`config.mk`:
```
export PLATFORM = sky130hd
export DESIGN_NAME = scroll_shade_ctrl
export DESIGN_NICKNAME = d
export VERILOG_FILES = /design/src/rtl/scroll_pkg.sv /design/src/rtl/scroll_regs.sv /design/src/rtl/row_sequencer.sv /design/src/rtl/pace_timer.sv /design/src/rtl/scroll_shade_ctrl.sv
export SDC_FILE = /design/constraint.sdc
export NUM_CORES = 1
export LEC_CHECK = 0
export BUFFER_PORTS_ARGS = -buffer_cell sky130_fd_sc_hd__buf_2
export CAP_MARGIN = 0
export CORE_ASPECT_RATIO = 1.4
export CORE_MARGIN = 3
export CORE_UTILIZATION = 45
export DETAILED_ROUTE_END_ITERATION = 8
export PLACE_DENSITY = 0.62
export SYNTH_ARGS = -nofsm -noshare
export SYNTH_HDL_FRONTEND = slang
export SYNTH_SLANG_ARGS = --single-unit
```
`constraint.sdc`:
```
create_clock -name clk -period 2.1 [get_ports clk]
set_input_delay 0.42 -clock clk [delete_from_list [all_inputs] [get_ports clk]]
set_output_delay 0.42 -clock clk [all_outputs]
set_load 0.02 [all_outputs]
```
`src/rtl/scroll_pkg.sv`:
```
package scroll_pkg;

    typedef enum logic [1:0] {
        ST_HOLD  = 2'd0,
        ST_SHADE = 2'd1,
        ST_DISP  = 2'd2
    } seq_state_t;

    typedef enum logic {
        TM_IDLE = 1'b0,
        TM_RUN  = 1'b1
    } tmr_state_t;

    localparam int ROW_W = 4;

endpackage

```
`src/rtl/scroll_regs.sv`:
```
module scroll_regs
    import scroll_pkg::*;
(
    input  logic             clk,
    input  logic             rst_n,
    input  logic             wr_stb,
    input  logic [7:0]       wdata,
    output logic [ROW_W-1:0] start_row,
    output logic [ROW_W-1:0] shade_rows
);

    always_ff @(posedge clk or negedge rst_n) begin
        if (!rst_n) begin
            start_row  <= '0;
            shade_rows <= '0;
        end else if (wr_stb) begin
            start_row  <= wdata[3:0];
            shade_rows <= wdata[7:4];
        end
    end

    AST_LATCH_FIELDS: assert property (@(posedge clk) disable iff (!rst_n)
        wr_stb |=> (start_row == $past(wdata[3:0]) && shade_rows == $past(wdata[7:4])));

endmodule

```
`src/rtl/row_sequencer.sv`:
```
module row_sequencer
    import scroll_pkg::*;
#(
    parameter int LINES_PER_ROW = 10,
    localparam int LINE_W = (LINES_PER_ROW > 1) ? $clog2(LINES_PER_ROW) : 1
) (
    input  logic              clk,
    input  logic              rst_n,
    input  logic              vblank,
    input  logic              line_tick,
    input  logic [ROW_W-1:0]  start_row,
    input  logic [ROW_W-1:0]  shade_rows,
    output logic [ROW_W-1:0]  row_addr,
    output logic [LINE_W-1:0] scan_line,
    output logic              pre_blank
);

    localparam logic [LINE_W-1:0] LAST_LINE = LINE_W'(LINES_PER_ROW - 1);

    seq_state_t        cur_q, nxt;
    logic [ROW_W-1:0]  row_q;
    logic [ROW_W-1:0]  blank_q;
    logic [LINE_W-1:0] line_q;
    logic              row_done;

    assign row_done = line_tick && !vblank && (cur_q != ST_HOLD) && (line_q == LAST_LINE);

    always_comb begin
        nxt = cur_q;
        unique case (cur_q)
            ST_HOLD: begin
                if (!vblank)
                    nxt = (blank_q == '0) ? ST_DISP : ST_SHADE;    // HOLD_TO_DISP / HOLD_TO_SHADE
            end
            ST_SHADE: begin
                if (vblank)
                    nxt = ST_HOLD;                                  // SHADE_TO_HOLD
                else if (row_done && blank_q == ROW_W'(1))
                    nxt = ST_DISP;                                  // SHADE_TO_DISP
            end
            ST_DISP: begin
                if (vblank)
                    nxt = ST_HOLD;                                  // DISP_TO_HOLD
            end
            default: nxt = ST_HOLD;
        endcase
    end

    always_ff @(posedge clk or negedge rst_n) begin
        if (!rst_n)
            cur_q <= ST_HOLD;
        else
            cur_q <= nxt;
    end

    always_ff @(posedge clk or negedge rst_n) begin
        if (!rst_n) begin
            row_q   <= '0;
            blank_q <= '0;
            line_q  <= '0;
        end else if (vblank || cur_q == ST_HOLD) begin
            row_q   <= start_row;
            blank_q <= shade_rows;
            line_q  <= '0;
        end else if (line_tick) begin
            line_q <= (line_q == LAST_LINE) ? '0 : line_q + LINE_W'(1);
            if (row_done) begin
                if (cur_q == ST_SHADE)
                    blank_q <= blank_q - ROW_W'(1);
                else
                    row_q <= row_q + ROW_W'(1);
            end
        end
    end

    always_comb begin
        row_addr  = row_q;
        scan_line = line_q;
        unique case (cur_q)
            ST_HOLD:  pre_blank = (blank_q != '0);
            ST_SHADE: pre_blank = 1'b1;
            ST_DISP:  pre_blank = 1'b0;
            default:  pre_blank = 1'b0;
        endcase
    end

    AST_HOLD_PRESET: assert property (@(posedge clk) disable iff (!rst_n)
        vblank |=> (row_addr == $past(start_row) && scan_line == '0));

    AST_SHADE_FREEZE: assert property (@(posedge clk) disable iff (!rst_n)
        (cur_q == ST_SHADE && !vblank) |=> $stable(row_addr));

    AST_ROW_STEP: assert property (@(posedge clk) disable iff (!rst_n)
        (cur_q == ST_DISP && row_done) |=> row_addr == $past(row_addr) + ROW_W'(1));

    AST_ZERO_SHADE: assert property (@(posedge clk) disable iff (!rst_n)
        (cur_q == ST_HOLD && !vblank && blank_q == '0) |=> (cur_q == ST_DISP && !pre_blank));

    AST_LINE_RANGE: assert property (@(posedge clk) disable iff (!rst_n)
        scan_line <= LAST_LINE);

endmodule

```
`src/rtl/pace_timer.sv`:
```
module pace_timer
    import scroll_pkg::*;
#(
    parameter int CLK_HZ  = 50_000_000,
    parameter int PACE_MS = 250,
    localparam int TICKS = (CLK_HZ / 1000 * PACE_MS < 2) ? 2 : CLK_HZ / 1000 * PACE_MS,
    localparam int CNT_W = $clog2(TICKS)
) (
    input  logic clk,
    input  logic rst_n,
    input  logic start,
    output logic busy
);

    tmr_state_t       st_q;
    logic [CNT_W-1:0] cnt_q;

    always_ff @(posedge clk or negedge rst_n) begin
        if (!rst_n) begin
            st_q  <= TM_IDLE;
            cnt_q <= '0;
        end else begin
            unique case (st_q)
                TM_IDLE: begin
                    if (start) begin                       // TM_START
                        st_q  <= TM_RUN;
                        cnt_q <= CNT_W'(TICKS - 1);
                    end
                end
                TM_RUN: begin
                    if (start) begin                       // TM_RESTART
                        cnt_q <= CNT_W'(TICKS - 1);
                    end else if (cnt_q == '0) begin        // TM_EXPIRE
                        st_q <= TM_IDLE;
                    end else begin
                        cnt_q <= cnt_q - CNT_W'(1);
                    end
                end
                default: st_q <= TM_IDLE;
            endcase
        end
    end

    always_comb begin
        busy = (st_q == TM_RUN);
    end

    AST_TMR_START: assert property (@(posedge clk) disable iff (!rst_n)
        start |=> (busy && cnt_q == CNT_W'(TICKS - 1)));

    AST_TMR_RELOAD: assert property (@(posedge clk) disable iff (!rst_n)
        (busy && start) |=> cnt_q == CNT_W'(TICKS - 1));

    AST_TMR_COUNTDOWN: assert property (@(posedge clk) disable iff (!rst_n)
        (busy && !start && cnt_q != '0) |=> (busy && cnt_q == $past(cnt_q) - CNT_W'(1)));

endmodule

```
`src/rtl/scroll_shade_ctrl.sv`:
```
module scroll_shade_ctrl
    import scroll_pkg::*;
#(
    parameter int LINES_PER_ROW = 10,
    parameter int CLK_HZ        = 50_000_000,
    parameter int PACE_MS       = 250,
    localparam int LINE_W = (LINES_PER_ROW > 1) ? $clog2(LINES_PER_ROW) : 1
) (
    input  logic              clk,
    input  logic              rst_n,
    input  logic              wr_stb,
    input  logic              rd_stb,
    input  logic [7:0]        wdata,
    output logic [7:0]        rdata,
    input  logic              vblank,
    input  logic              line_tick,
    output logic [3:0]        row_addr,
    output logic [LINE_W-1:0] scan_line,
    output logic              pre_blank
);

    logic [ROW_W-1:0] start_row;
    logic [ROW_W-1:0] shade_rows;
    logic             tmr_busy;

    scroll_regs u_regs (
        .clk        (clk),
        .rst_n      (rst_n),
        .wr_stb     (wr_stb),
        .wdata      (wdata),
        .start_row  (start_row),
        .shade_rows (shade_rows)
    );

    row_sequencer #(
        .LINES_PER_ROW (LINES_PER_ROW)
    ) u_seq (
        .clk        (clk),
        .rst_n      (rst_n),
        .vblank     (vblank),
        .line_tick  (line_tick),
        .start_row  (start_row),
        .shade_rows (shade_rows),
        .row_addr   (row_addr),
        .scan_line  (scan_line),
        .pre_blank  (pre_blank)
    );

    pace_timer #(
        .CLK_HZ  (CLK_HZ),
        .PACE_MS (PACE_MS)
    ) u_tmr (
        .clk   (clk),
        .rst_n (rst_n),
        .start (wr_stb),
        .busy  (tmr_busy)
    );

    always_comb begin
        rdata = 8'h00;
        if (rd_stb)
            rdata[0] = tmr_busy;
    end

    AST_RD_UPPER_ZERO: assert property (@(posedge clk) disable iff (!rst_n)
        rdata[7:1] == 7'd0);

    AST_RD_FLAG_AFTER_WR: assert property (@(posedge clk) disable iff (!rst_n)
        (wr_stb && rd_stb) |=> (!rd_stb || rdata[0]));

endmodule

```
==> results.sh <==
export IMPL_wl_met1_mm=2.34
export IMPL_dieArea_um2=7060
export IMPL_grt_pass1_vias=2244
export IMPL_layout_nets=342
export IMPL_viasPerCell=5.60
export IMPL_n_fill_cell=550
export IMPL_synth_seq_cells=47
export IMPL_status="complete, no violations"
export IMPL_io_buffers=23
export IMPL_max_slew_worst_pin_slew_ns=0.590
export IMPL_track_usage_pct=17.7
export IMPL_min_path_type="in2async"
export IMPL_ys_top_cells_by_area="dfrtp_1, nor2_1, mux2_2"
export IMPL_start_kind="flip-flop"
export IMPL_netlist_instances=282
export IMPL_via_count=2197
export IMPL_worstSetupPathType="reg2reg"
export IMPL_yosysMostFrequentCell="dfrtp_1"
export IMPL_synth_simple_area_share_pct=27.3
export IMPL_grt_overflow=0
export IMPL_setup_viol=0
export IMPL_rsz0062_at_grt="yes"
export IMPL_die_y_um=98.2
export IMPL_synth_compound_area_share_pct=12.2
export IMPL_endpoint_kind="flip-flop"
export IMPL_synthArstFlopShare_pct=100
export IMPL_yosysWarnings=0
export IMPL_cts_tree="built"
export IMPL_drt_total_wl_mm=5.64
export IMPL_worstReg2RegStart="u_tmr.cnt_q[0]"
export IMPL_register_area_um2=1180
export IMPL_drc=0
export IMPL_ys_flop_type="dfrtp_1"
export IMPL_startpoint="u_tmr.cnt_q[0]"
export IMPL_crit_path_max_fanout=12
export IMPL_fin_skew_ns=0.0115
export IMPL_clock_path_buffers=2
export IMPL_synth_edf_count=0
export IMPL_ant_nets=0
export IMPL_numClockSinks=47
export IMPL_drive_gt1_share_pct=24.2
export IMPL_period_share_pct=96.0
export IMPL_drt_iter0_markers=85
export IMPL_synth_top_family_by_area="simple AND/OR/NAND/NOR gates"
export IMPL_place_worst_setup_slack_ns=0.0812
export IMPL_pwr_density_cell_nw_per_um2=571
export IMPL_diodes=0
export IMPL_yosysUniqueCellTypes=58
export IMPL_grt_pass1_wl_mm=10.3
export IMPL_relSlewSlack_pct=60.7
export IMPL_synth_seq_area_share_pct=43.0
export IMPL_area_growth_pct=15.1
export IMPL_synth_largest_area_cell="dfrtp_1"
export IMPL_multi_input_area_um2=1440
export IMPL_row_count=33
export IMPL_firstDrtPassIters=4
export IMPL_synth_area_um2=2730
export IMPL_synthAdderAreaFrac_pct=3.20
export IMPL_layout_setup_ws_ns=0.0836
export IMPL_synthMuxAreaShare_pct=6.36
export IMPL_power_leakage_nw=1.24
export IMPL_hold_buffers=0
export IMPL_layout_min_cycle_time_ns=2.02
export IMPL_cts_root_buf="clkbuf_8"
export IMPL_yosysTopAreaCellShare_pct=43.0
export IMPL_vdd_drop_max_uv=300
export IMPL_avgSynthCellArea_um2=9.69
export IMPL_met3WireLength_um=169
export IMPL_dpl_hpwl_mm=4.12
export IMPL_coreArea_um2=5860
export IMPL_fmax_ghz=0.496
export IMPL_hold_viol_final=0
export IMPL_synth_xor_xnor_area_share_pct=2.24
export IMPL_synthTopCellsByCount="dfrtp_1, nor2_1, nand2_1"
export IMPL_drv_cap=0
export IMPL_grt_max_degree=48
export IMPL_die_w_um=71.9
export IMPL_worstPathArrival_ns=2.25
export IMPL_gp_congestion=0.808
export IMPL_wl_met2_mm=3.02
export IMPL_wl_per_cell_um=14.4
export IMPL_start_util_pct=46.6
export IMPL_required_ns=2.33
export IMPL_clkSlewWorstSetupHoldPaths_ns=0.09
export IMPL_clk_latency_ns=0.31
export IMPL_cts_buffers=5
export IMPL_drv_slew=0
export IMPL_top_layer="met4"
export IMPL_h_tree_depth=2
export IMPL_antenna_found_initial=0
export IMPL_ios=31
export IMPL_utilization_pct=53.6
-- cell families (layout without fill, tap and decap cells) --
family	after synthesis	in the layout
other	1	7
XOR/XNOR	7	7
adder cells (fa/ha/maj)	7	7
buffers and inverters	31	65
multiplexers	16	16
AO/OA/AOI/OAI	47	47
flip-flops	47	47
AND/OR/NAND/NOR	126	126
-- timing repair --
item	CTS	global route
gates resized for setup	0	3
setup endpoints to repair	0	8
buffers inserted	0	1
-- layer usage --
metal	vias to the layer above	global-route usage, %
li1	1078	-
met1	1081	20.7
met2	28	31.9
met3	10	3.30
met4	0	5.64
met5	-	0
-- final cells by class --
type / count / share of cell area, %
Clock buffer: 5 / 2.19
Sequential cell: 47 / 37.4
Timing Repair Buffer: 44 / 9.47
Tap cell: 70 / 2.78
Multi-Input combinational cell: 210 / 45.9
Inverter: 13 / 1.55
Clock inverter: 3 / 0.756
-- critical path: stages, from the launching register on --
cell and delay, ns:
dfrtp_1 0.35, inv_1 0.05, ha_1 0.20, nor3b_1 0.15, nand2_1 0.17, nor3_4 0.07
buf_12 0.15, or4b_2 0.64, a21oi_2 0.16
-- power by group --
part           switching [W]  total (W)  internal [W]
sequential         0.0000446   0.000997      0.000953
clock               0.000328   0.000566      0.000238
combinational       0.000139   0.000233     0.0000939
total               0.000511    0.00180       0.00129
-- flip-flops by register name, summed over array words and instances, names as in the netlist --
signal / flops
u_regs.shade_rows: 4
u_seq.cur_q: 2
u_tmr.cnt_q: 24
u_seq.scan_line: 4
u_seq.row_addr: 4
u_seq.blank_q: 4
u_tmr.busy: 1
u_regs.start_row: 4
-- stage by stage --
stage | hold WS, ns | instance area [um^2] | std cells | power (W) | setup TNS (ns)
global route | 0.237 | 3150 | 392 | 0.00190 | -0.0360
detailed placement | 0.468 | 3020 | 383 | 0.00125 | 0
floorplan | 0.124 | 2760 | 288 | 0.00117 | 0
finish | 0.193 | 3150 | 392 | 0.00180 | 0
CTS | 0.215 | 3110 | 391 | 0.00183 | 0
global placement | 0.453 | 3020 | 383 | 0.00125 | 0
-- cells in the final DEF (no fill, tap or decap), drive strengths merged, types with 5 or more instances in the layout --
cell type   n
o21ai       8
conb        7
or4         6
o31ai       7
xnor2       5
ha          7
nor2       34
nand2      24
nand4       5
nand3      13
nor2b       5
clkbuf      5
inv        14
dfrtp      47
o211ai      5
buf        44
nor3       13
mux2i       5
nor4        8
a21oi      13
mux2       11
-- final timing paths --
check,to,slack (ns),cells past startpoint
setup / recovery,u_tmr.cnt_q[6],0.08,8
hold / removal,u_seq.scan_line[0],0.19,2
setup reg to reg,u_tmr.cnt_q[6],0.08,8
hold reg to reg,u_seq.row_addr[0],0.49,2
max in group asynchronous,u_tmr.cnt_q[7],1.50,2
min in group clk,u_regs.shade_rows[2],0.33,2
No activity file was read; power rests on OpenSTA's default activity.
